## src/rtl/tick_pkg.sv

```systemverilog
// Shared register addresses and control-bit positions for the pulse generator.
package tick_pkg;
    typedef enum logic [2:0] {
        REG_CTRL  = 3'd0,
        REG_FLAG  = 3'd1,
        REG_SET   = 3'd2,
        REG_CLR   = 3'd3,
        REG_SSTEP = 3'd4,
        REG_CSTEP = 3'd5,
        REG_COUNT = 3'd6
    } reg_addr_e;

    localparam int CTRL_W    = 3;
    localparam int CTRL_RUN  = 0;
    localparam int CTRL_AUTO = 1;
    localparam int CTRL_IE   = 2;
    localparam int NUM_CMP   = 2;   // index 0 = set unit, 1 = clear unit
endpackage

```

## src/rtl/tick_counter.sv

```systemverilog
// Free-running up-counter.
// Assumes: run is a registered enable. The counter wraps modulo 2^W.
module tick_counter #(
    parameter int W = 32
) (
    input  logic         clk,
    input  logic         rst_n,
    input  logic         run,
    output logic [W-1:0] cnt_o
);
    logic [W-1:0] cnt_q;

    // Count one tick per clock while running, clear on reset.
    always_ff @(posedge clk) begin
        if (!rst_n)   cnt_q <= '0;
        else if (run) cnt_q <= cnt_q + W'(1);
    end

    assign cnt_o = cnt_q;
endmodule

```

## src/rtl/tick_compare.sv

```systemverilog
// One self-advancing compare unit: a threshold and a step register.
// A hit is flagged when the running counter equals the threshold. On a hit
// the threshold adds the step. A software write to the threshold overrides
// that advance. Assumes wr_cmp and wr_step are never high together.
module tick_compare #(
    parameter int W = 32
) (
    input  logic         clk,
    input  logic         rst_n,
    input  logic         run,
    input  logic [W-1:0] cnt,
    input  logic         wr_cmp,
    input  logic         wr_step,
    input  logic [W-1:0] wr_data,
    output logic         hit_o,
    output logic [W-1:0] cmp_o,
    output logic [W-1:0] step_o
);
    logic [W-1:0] cmp_q, step_q, cmp_d;

    // Exact-equality match, only while counting.
    always_comb hit_o = run && (cnt == cmp_q);

    // Next threshold: software write first, then the step advance.
    always_comb begin
        cmp_d = cmp_q;
        if (wr_cmp)     cmp_d = wr_data;
        else if (hit_o) cmp_d = cmp_q + step_q;
    end

    // Hold the threshold.
    always_ff @(posedge clk) begin
        if (!rst_n) cmp_q <= '0;
        else        cmp_q <= cmp_d;
    end

    // Hold the step, loaded only by software.
    always_ff @(posedge clk) begin
        if (!rst_n)       step_q <= '0;
        else if (wr_step) step_q <= wr_data;
    end

    assign cmp_o  = cmp_q;
    assign step_o = step_q;
endmodule

```

## src/rtl/tick_flag.sv

```systemverilog
// Request flag with priority: set hit > (auto clear hit | software clear).
// Assumes all inputs are single-cycle qualified strobes.
module tick_flag (
    input  logic clk,
    input  logic rst_n,
    input  logic set_hit,
    input  logic clr_hit,
    input  logic auto_en,
    input  logic sw_clr,
    output logic flag_o
);
    logic flag_q;

    // Update the flag with set taking precedence over both clear sources.
    always_ff @(posedge clk) begin
        if (!rst_n)                            flag_q <= 1'b0;
        else if (set_hit)                      flag_q <= 1'b1;
        else if ((clr_hit && auto_en) || sw_clr) flag_q <= 1'b0;
    end

    assign flag_o = flag_q;
endmodule

```

## src/rtl/tick_regif.sv

```systemverilog
// Register write decode, control register and read multiplexer.
// Assumes a single write per clock. Reads are combinational.
module tick_regif
    import tick_pkg::*;
#(
    parameter int W = 32
) (
    input  logic                clk,
    input  logic                rst_n,
    input  logic                wr_en,
    input  logic [2:0]          wr_addr,
    input  logic [W-1:0]        wr_data,
    input  logic [2:0]          rd_addr,
    input  logic [W-1:0]        cnt,
    input  logic [W-1:0]        cmp_val  [NUM_CMP],
    input  logic [W-1:0]        step_val [NUM_CMP],
    input  logic                flag,
    output logic [CTRL_W-1:0]   ctrl_o,
    output logic [NUM_CMP-1:0]  we_cmp,
    output logic [NUM_CMP-1:0]  we_step,
    output logic                sw_clr,
    output logic [W-1:0]        rd_data
);
    logic [CTRL_W-1:0] ctrl_q;

    // Hold the control bits.
    always_ff @(posedge clk) begin
        if (!rst_n)                                 ctrl_q <= '0;
        else if (wr_en && wr_addr == REG_CTRL)      ctrl_q <= wr_data[CTRL_W-1:0];
    end

    // Per-unit write strobes, one pair per compare unit.
    for (genvar g = 0; g < NUM_CMP; g++) begin : g_we
        assign we_cmp[g]  = wr_en && (wr_addr == 3'(REG_SET + g));
        assign we_step[g] = wr_en && (wr_addr == 3'(REG_SSTEP + g));
    end

    // Write-one-to-clear strobe for the flag.
    assign sw_clr = wr_en && (wr_addr == REG_FLAG) && wr_data[0];

    // Read multiplexer.
    always_comb begin
        rd_data = '0;
        case (rd_addr)
            REG_CTRL:  rd_data = W'(ctrl_q);
            REG_FLAG:  rd_data = W'(flag);
            REG_SET:   rd_data = cmp_val[0];
            REG_CLR:   rd_data = cmp_val[1];
            REG_SSTEP: rd_data = step_val[0];
            REG_CSTEP: rd_data = step_val[1];
            REG_COUNT: rd_data = cnt;
            default:   rd_data = '0;
        endcase
    end

    assign ctrl_o = ctrl_q;
endmodule

```

## src/rtl/tick_pulse_gen.sv

```systemverilog
// Top: counter, set/clear compare units, request flag and register port.
// Produces a periodic pulse whose width is the clear/set threshold distance.
// Assumes a synchronous active-low reset on the single clock.
module tick_pulse_gen
    import tick_pkg::*;
#(
    parameter int CNT_W = 32
) (
    input  logic             clk,
    input  logic             rst_n,
    input  logic             wr_en,
    input  logic [2:0]       wr_addr,
    input  logic [CNT_W-1:0] wr_data,
    input  logic [2:0]       rd_addr,
    output logic [CNT_W-1:0] rd_data,
    output logic             req_o
);
    logic [CNT_W-1:0]   cnt_q;
    logic [CNT_W-1:0]   cmp_val  [NUM_CMP];
    logic [CNT_W-1:0]   step_val [NUM_CMP];
    logic [NUM_CMP-1:0] hit, we_cmp, we_step;
    logic [CTRL_W-1:0]  ctrl_q;
    logic               sw_clr, flag_q;

    tick_regif #(.W(CNT_W)) u_regif (
        .clk(clk), .rst_n(rst_n), .wr_en(wr_en), .wr_addr(wr_addr),
        .wr_data(wr_data), .rd_addr(rd_addr), .cnt(cnt_q),
        .cmp_val(cmp_val), .step_val(step_val), .flag(flag_q),
        .ctrl_o(ctrl_q), .we_cmp(we_cmp), .we_step(we_step),
        .sw_clr(sw_clr), .rd_data(rd_data)
    );

    tick_counter #(.W(CNT_W)) u_cnt (
        .clk(clk), .rst_n(rst_n), .run(ctrl_q[CTRL_RUN]), .cnt_o(cnt_q)
    );

    // Two identical compare units: 0 sets, 1 clears.
    for (genvar g = 0; g < NUM_CMP; g++) begin : g_cmp
        tick_compare #(.W(CNT_W)) u_cmp (
            .clk(clk), .rst_n(rst_n), .run(ctrl_q[CTRL_RUN]), .cnt(cnt_q),
            .wr_cmp(we_cmp[g]), .wr_step(we_step[g]), .wr_data(wr_data),
            .hit_o(hit[g]), .cmp_o(cmp_val[g]), .step_o(step_val[g])
        );
    end

    tick_flag u_flag (
        .clk(clk), .rst_n(rst_n), .set_hit(hit[0]), .clr_hit(hit[1]),
        .auto_en(ctrl_q[CTRL_AUTO]), .sw_clr(sw_clr), .flag_o(flag_q)
    );

    assign req_o = flag_q & ctrl_q[CTRL_IE];
endmodule

```

## config.mk

```make
export PLATFORM = sky130hd
export DESIGN_NAME = tick_pulse_gen
export DESIGN_NICKNAME = d
export VERILOG_FILES = /design/src/rtl/tick_pkg.sv /design/src/rtl/tick_counter.sv /design/src/rtl/tick_compare.sv /design/src/rtl/tick_flag.sv /design/src/rtl/tick_regif.sv /design/src/rtl/tick_pulse_gen.sv
export SDC_FILE = /design/constraint.sdc
export NUM_CORES = 1
export LEC_CHECK = 0
export ABC_AREA = 1
export BUFFER_PORTS_ARGS = -buffer_cell sky130_fd_sc_hd__buf_2
export CORE_ASPECT_RATIO = 1.25
export CORE_MARGIN = 1.5
export CORE_UTILIZATION = 35
export CTS_CLUSTER_DIAMETER = 40
export CTS_CLUSTER_SIZE = 24
export DETAILED_ROUTE_END_ITERATION = 10
export GPL_TIMING_DRIVEN = 0
export HOLD_SLACK_MARGIN = 0.12
export PLACE_DENSITY_LB_ADDON = 0.25
export SKIP_CTS_REPAIR_TIMING = 1
export SLEW_MARGIN = 5
export SYNTH_ARGS = -nofsm -noshare
export SYNTH_HDL_FRONTEND = slang
export SYNTH_SLANG_ARGS = --single-unit
```

## constraint.sdc

```tcl
create_clock -name clk -period 2.68 [get_ports clk]
set_clock_uncertainty 0.1 [all_clocks]
set_input_delay 0.134 -clock clk [delete_from_list [all_inputs] [get_ports clk]]
set_output_delay 0.134 -clock clk [all_outputs]
set_load 0.1 [all_outputs]
```

Yosys cells after proc, flatten, opt, wreduce, memory -nomap -nowiden
Cells that the tools add are included.
Widths: inputs -> output; s select.
{"block": "word_totals", "register_bits": 164, "wordCells": 47}
{"block": "op_classes", "addsub": 3, "eq_ne": 13, "mux": 7, "n_bitwise": 1, "reduce_logical": 16}
{"op": "$pmux 32 s7", "count": 1}
{"op": "$mux 32", "count": 4}
{"op": "$add 32x32->32", "count": 2}
{"op": "$eq 32x32->1", "count": 2}
{"op": "$add 32x1->32 const B", "count": 1}
{"op": "$eq 3x3->1 const B", "count": 5}
{"op": "$eq 3x2->1 const B", "count": 4}
{"op": "$logic_and 1x1->1", "count": 10}
{"op": "$eq 3x1->1 const B", "count": 2}
{"op": "$logic_not 3->1", "count": 2}
{"op": "$reduce_bool 2->1", "count": 3}
{"op": "$mux 1", "count": 2}
{"op": "$and 1x1->1", "count": 1}
{"op": "$logic_or 1x1->1", "count": 1}

Longest topological paths before layout
{"block": "depth", "word_depth": 6, "mapped_depth": 15, "depth_no_buf": 13}

By module
Synthesis repeated with hierarchy kept, for this count alone.
{"block": "hier_totals", "cells_unflattened": 2788, "area_unflattened_um2": 15403.5}
{"module": "tick_compare at g_cmp[0].u_cmp", "instances": 1, "cells_per_inst": 1068, "area_per_inst_um2": 5915.7, "seq_area_each_um2": 1281.2}
{"module": "tick_compare at g_cmp[1].u_cmp", "instances": 1, "cells_per_inst": 1071, "area_per_inst_um2": 5834.3, "seq_area_each_um2": 1281.2}
{"module": "tick_regif", "instances": 1, "cells_per_inst": 380, "area_per_inst_um2": 1841.8, "seq_area_each_um2": 60.1}
{"module": "tick_counter", "instances": 1, "cells_per_inst": 260, "area_per_inst_um2": 1750.4, "seq_area_each_um2": 640.6}
{"module": "tick_flag", "instances": 1, "cells_per_inst": 7, "area_per_inst_um2": 53.8, "seq_area_each_um2": 20.0}
{"module": "tick_pulse_gen", "instances": 1, "cells_per_inst": 2, "area_per_inst_um2": 7.5, "seq_area_each_um2": 0.0}

Worst setup path before layout
No wires, ideal clock.
{"block": "synth_timing", "path_type": "input-to-output", "startpoint": "input rd_addr[0]", "endpoint": "output rd_data[18]", "arrival_ns": 2.618, "path_slack_ns": -0.172, "path_stages": 5, "n_path_buf": 2, "path_cell_list": "clkbuf_1 -> nor3_2 -> inv_1 -> clkbuf_1 -> o2111ai_1"}
{"block": "synth_via", "elab_chain_cells": 2, "elab_cells_between_ends": 8, "classes_between": "6 x eq/ne; 1 x mux; 1 x reduce/logical"}
{"element": "start, declared", "line_no": "tick_pulse_gen.sv:14", "source": "input logic [2:0] rd_addr,"}
{"element": "$eq 3x3->1 (tied with other cells)", "line_no": "tick_regif.sv:44", "source": "case (rd_addr)"}
{"element": "$pmux 32 s7 (*)", "line_no": "tick_regif.sv:44"}
{"element": "end, declared", "line_no": "tick_pulse_gen.sv:15", "source": "output logic [CNT_W-1:0] rd_data,"}
Every way passes the cells marked *; elsewhere a longest branch is shown, timed or not.

Worst setup path after layout
{"block": "layout_timing", "startpoint": "input rd_addr[2]", "endpoint": "output rd_data[20]"}
The elaborated chain is that of the path after synthesis.

==> impl_metrics.toml <==
[synthesis]
synth.avg_cell_area_um2 = 5.67
synth_edf_count = 0
syn_nets = 2610
ys_seq_area_frac = 0.231
ys_warn_count = 0
netlist_area_um2 = 14200
synthCells = 2504
async_flop_share = 0
synth-main-ff-cell = "dfxtp_1"
synth.distinct_cells = 49
synth_seq_cells = 164

[power]
switching_share = 0.292
p_int_uw = 4360
power_frac_seq = 0.416
p_leak_uw = 0.00814
clkPwrFrac = 0.442
powerDensity_nw_per_um2 = 379
power_frac_comb = 0.142
switchingPower_uw = 1800
ir_drop_mv = 0.474

[floorplanning]
die-area_um2 = 41800
rows = 82
chipHeight_um = 228
coreArea_um2 = 40000
io_pins = 74
start_util = 0.355
die-width_um = 183

[global_route]
antenna_found_initial = 0
overflow = 0
grt_start_max_net_pins = 17
track_usage = 0.306
grt_pass1_wl_um = 94000
grt_pass1_vias = 15300

[timing]
worst_slew_pin_slew_ps = 1020
max_freq_ghz = 0.373
maxSlewViolCount = 0
finalCritPeriodShare = 1.00
layout_min_cycle_time_ps = 2680
finalHoldViolCount = 0
final-setup-viol-count = 0
max-slew-margin-rel = 0.320

[final_layout]
num-fill-cells = 4425
drive_above_1_share = 0.0763
multi_input_comb_area_um2 = 9220
design_area_um2 = 16300
syn2layout_area_growth_pct = 14.7
fin_nets = 2739
diodes = 0
regArea_um2 = 3280
fin_cells = 3150
fin_util = 0.407

[setup_path]
cp.required_ps = 2450
worstPathMaxFanout = 10
cpPeakStageDelay_ps = 590
end_kind = "primary output"
worstSetupPathType = "in2out"
crit_chain = "buf_2 > clkinv_2 > nor3_4 > inv_1 > clkbuf_2 > o2111ai_1 > buf_4"
crit_slowest_cell = "nor3_4"
start_kind = "input port"
worst_ep_arrival_time_ps = 2450

[routing]
drc = 0
wire_per_inst_um = 20.4
vias_per_cell = 5.15
num_vias = 16200
wirelength_um = 64200
drt_iter0_markers = 1431
firstDrtPassIters = 5
drtAntennaViolNets = 0

[worst_hold_path]
hold_class = "in2reg"

[clock_network]
insertion_delay_ps = 460
cts_tree = "done"
root_buffer = "clkbuf_16"
clock_sinks = 164
clk_path_buf_depth = 2
cts.clk_slew.worst_paths_ps = 70
numCtsBuffers = 17
htreeDepth = 4

[flow_run]
maxCapViolCount = 0

[placement]
dpl.cell_count = 3080
placed_cell_area_um2 = 15200
place_congestion = 1.02
dp_hpwl_um = 54100
port_buffers = 72

[run_status]
status = "finished clean"
cell usage in the layout (no fill, tap or decap), types with 11 or more instances in the layout:
cell	Yosys	routed
clkbuf_1	51	45
dfxtp_1	164	164
ha_1	63	63
inv_2	21	21
nand3b_1	15	15
dlygate4sd3_1	0	37
clkbuf_16	0	17
nor2_1	309	307
xnor2_1	27	27
nor3_1	30	28
buf_2	6	69
nand4_1	27	27
a221o_1	17	17
o2111ai_1	12	12
buf_4	8	14
o21ai_0	114	114
a21oi_1	134	134
o211ai_1	15	15
inv_1	328	328
nand3_1	145	142
a22oi_1	11	11
nand2_1	913	913
xor2_1	17	17
power groups by stage:
stage	combinational (µW)	clock [µW]	sequential [µW]
6_report	873	2730	2570
2_1_floorplan	518	0	2580
4_1_cts	817	2750	2560
3_5_place_dp	813	0	2620
5_1_grt	937	2840	2570
3_3_place_gp	808	0	2620
final timing paths:
kind | to | from | cells after the start | slack [ps]
max | rd_data[20] | rd_addr[2] | 7 | 0.6
min | g_cmp[0].u_cmp.cmp_o[3] | wr_addr[0] | 6 | 120
max reg2reg | g_cmp[1].u_cmp.cmp_o[30] | u_cnt.cnt_o[11] | 8 | 120
min reg2reg | g_cmp[1].u_cmp.cmp_o[16] | g_cmp[1].u_cmp.cmp_o[16] | 2 | 420
worst max-delay path, delay by kind of cell:
family                 cells  cell delay [ps]
AND/OR/NAND/NOR            1              590
AO/OA/AOI/OAI              1              460
buffers and inverters      5             1250
cell type report:
cell class	count	area share
Multi-Input combinational cell	1909	0.567
Sequential cell	164	0.202
Inverter	357	0.0829
Timing Repair Buffer	110	0.0468
Tap cell	504	0.0388
Clock buffer	21	0.0283
Buffer	74	0.0239
Clock inverter	11	0.0108
sequential cells by signal, indices dropped and copies added (netlist names):
name	count
g_cmp.u_cmp.step_o	64
u_regif.ctrl_o	3
g_cmp.u_cmp.cmp_o	64
u_flag.flag_o	1
u_cnt.cnt_o	32
cells by family after synthesis:
| logic type | synth area share |
|---|---|
| AND/OR/NAND/NOR | 0.429 |
| flip-flops | 0.231 |
| adder cells (fa/ha/maj) | 0.0584 |
| buffers and inverters | 0.122 |
| XOR/XNOR | 0.0295 |
| AO/OA/AOI/OAI | 0.130 |
synthesized netlist by cell type, types with 3 or more instances:
library cell | n | area share
inv_2 | 21 | 0.0056
ha_1 | 63 | 0.056
inv_4 | 3 | 0.0013
nor2_2 | 5 | 0.0022
nand3_1 | 145 | 0.051
clkinv_1 | 5 | 0.0013
o2111ai_1 | 12 | 0.0074
clkbuf_1 | 51 | 0.013
nor4_1 | 5 | 0.0022
a21oi_1 | 134 | 0.047
buf_6 | 7 | 0.0056
nand2_2 | 5 | 0.0022
nand2_1 | 913 | 0.24
or2_2 | 8 | 0.0035
xor2_1 | 17 | 0.010
nor2_1 | 309 | 0.082
nor2_4 | 4 | 0.0032
xnor2_1 | 27 | 0.017
dfxtp_1 | 164 | 0.23
a22oi_1 | 11 | 0.0058
inv_1 | 328 | 0.087
nand3b_1 | 15 | 0.0079
a21oi_2 | 3 | 0.0019
o211ai_1 | 15 | 0.0079
nor3_1 | 30 | 0.011
o21ai_0 | 114 | 0.040
buf_2 | 6 | 0.0021
a221o_1 | 17 | 0.012
o21a_1 | 5 | 0.0026
buf_4 | 8 | 0.0042
nand4_1 | 27 | 0.012
per-layer routing:
layer,vias up,global-route usage,part of all wire
met5,-,0,0
met4,0,0.187,0.065
met3,159,0.0292,0.048
met2,541,0.532,0.48
met1,7356,0.360,0.41
li1,8173,-,-
per-stage QoR:
step | hold slack [ps] | worst slack [ps] | total power (µW) | setup TNS (ps)
3_3_place_gp | 374 | -484 | 3420 | -8700
5_1_grt | 147 | -13.2 | 6350 | -29.8
6_report | 117 | 0.582 | 6160 | 0
3_5_place_dp | 382 | -457 | 3430 | -8480
2_1_floorplan | 169 | 28.3 | 3100 | 0
4_1_cts | -94.3 | -467 | 6130 | -8590
Power figures use the tool's default switching activity.
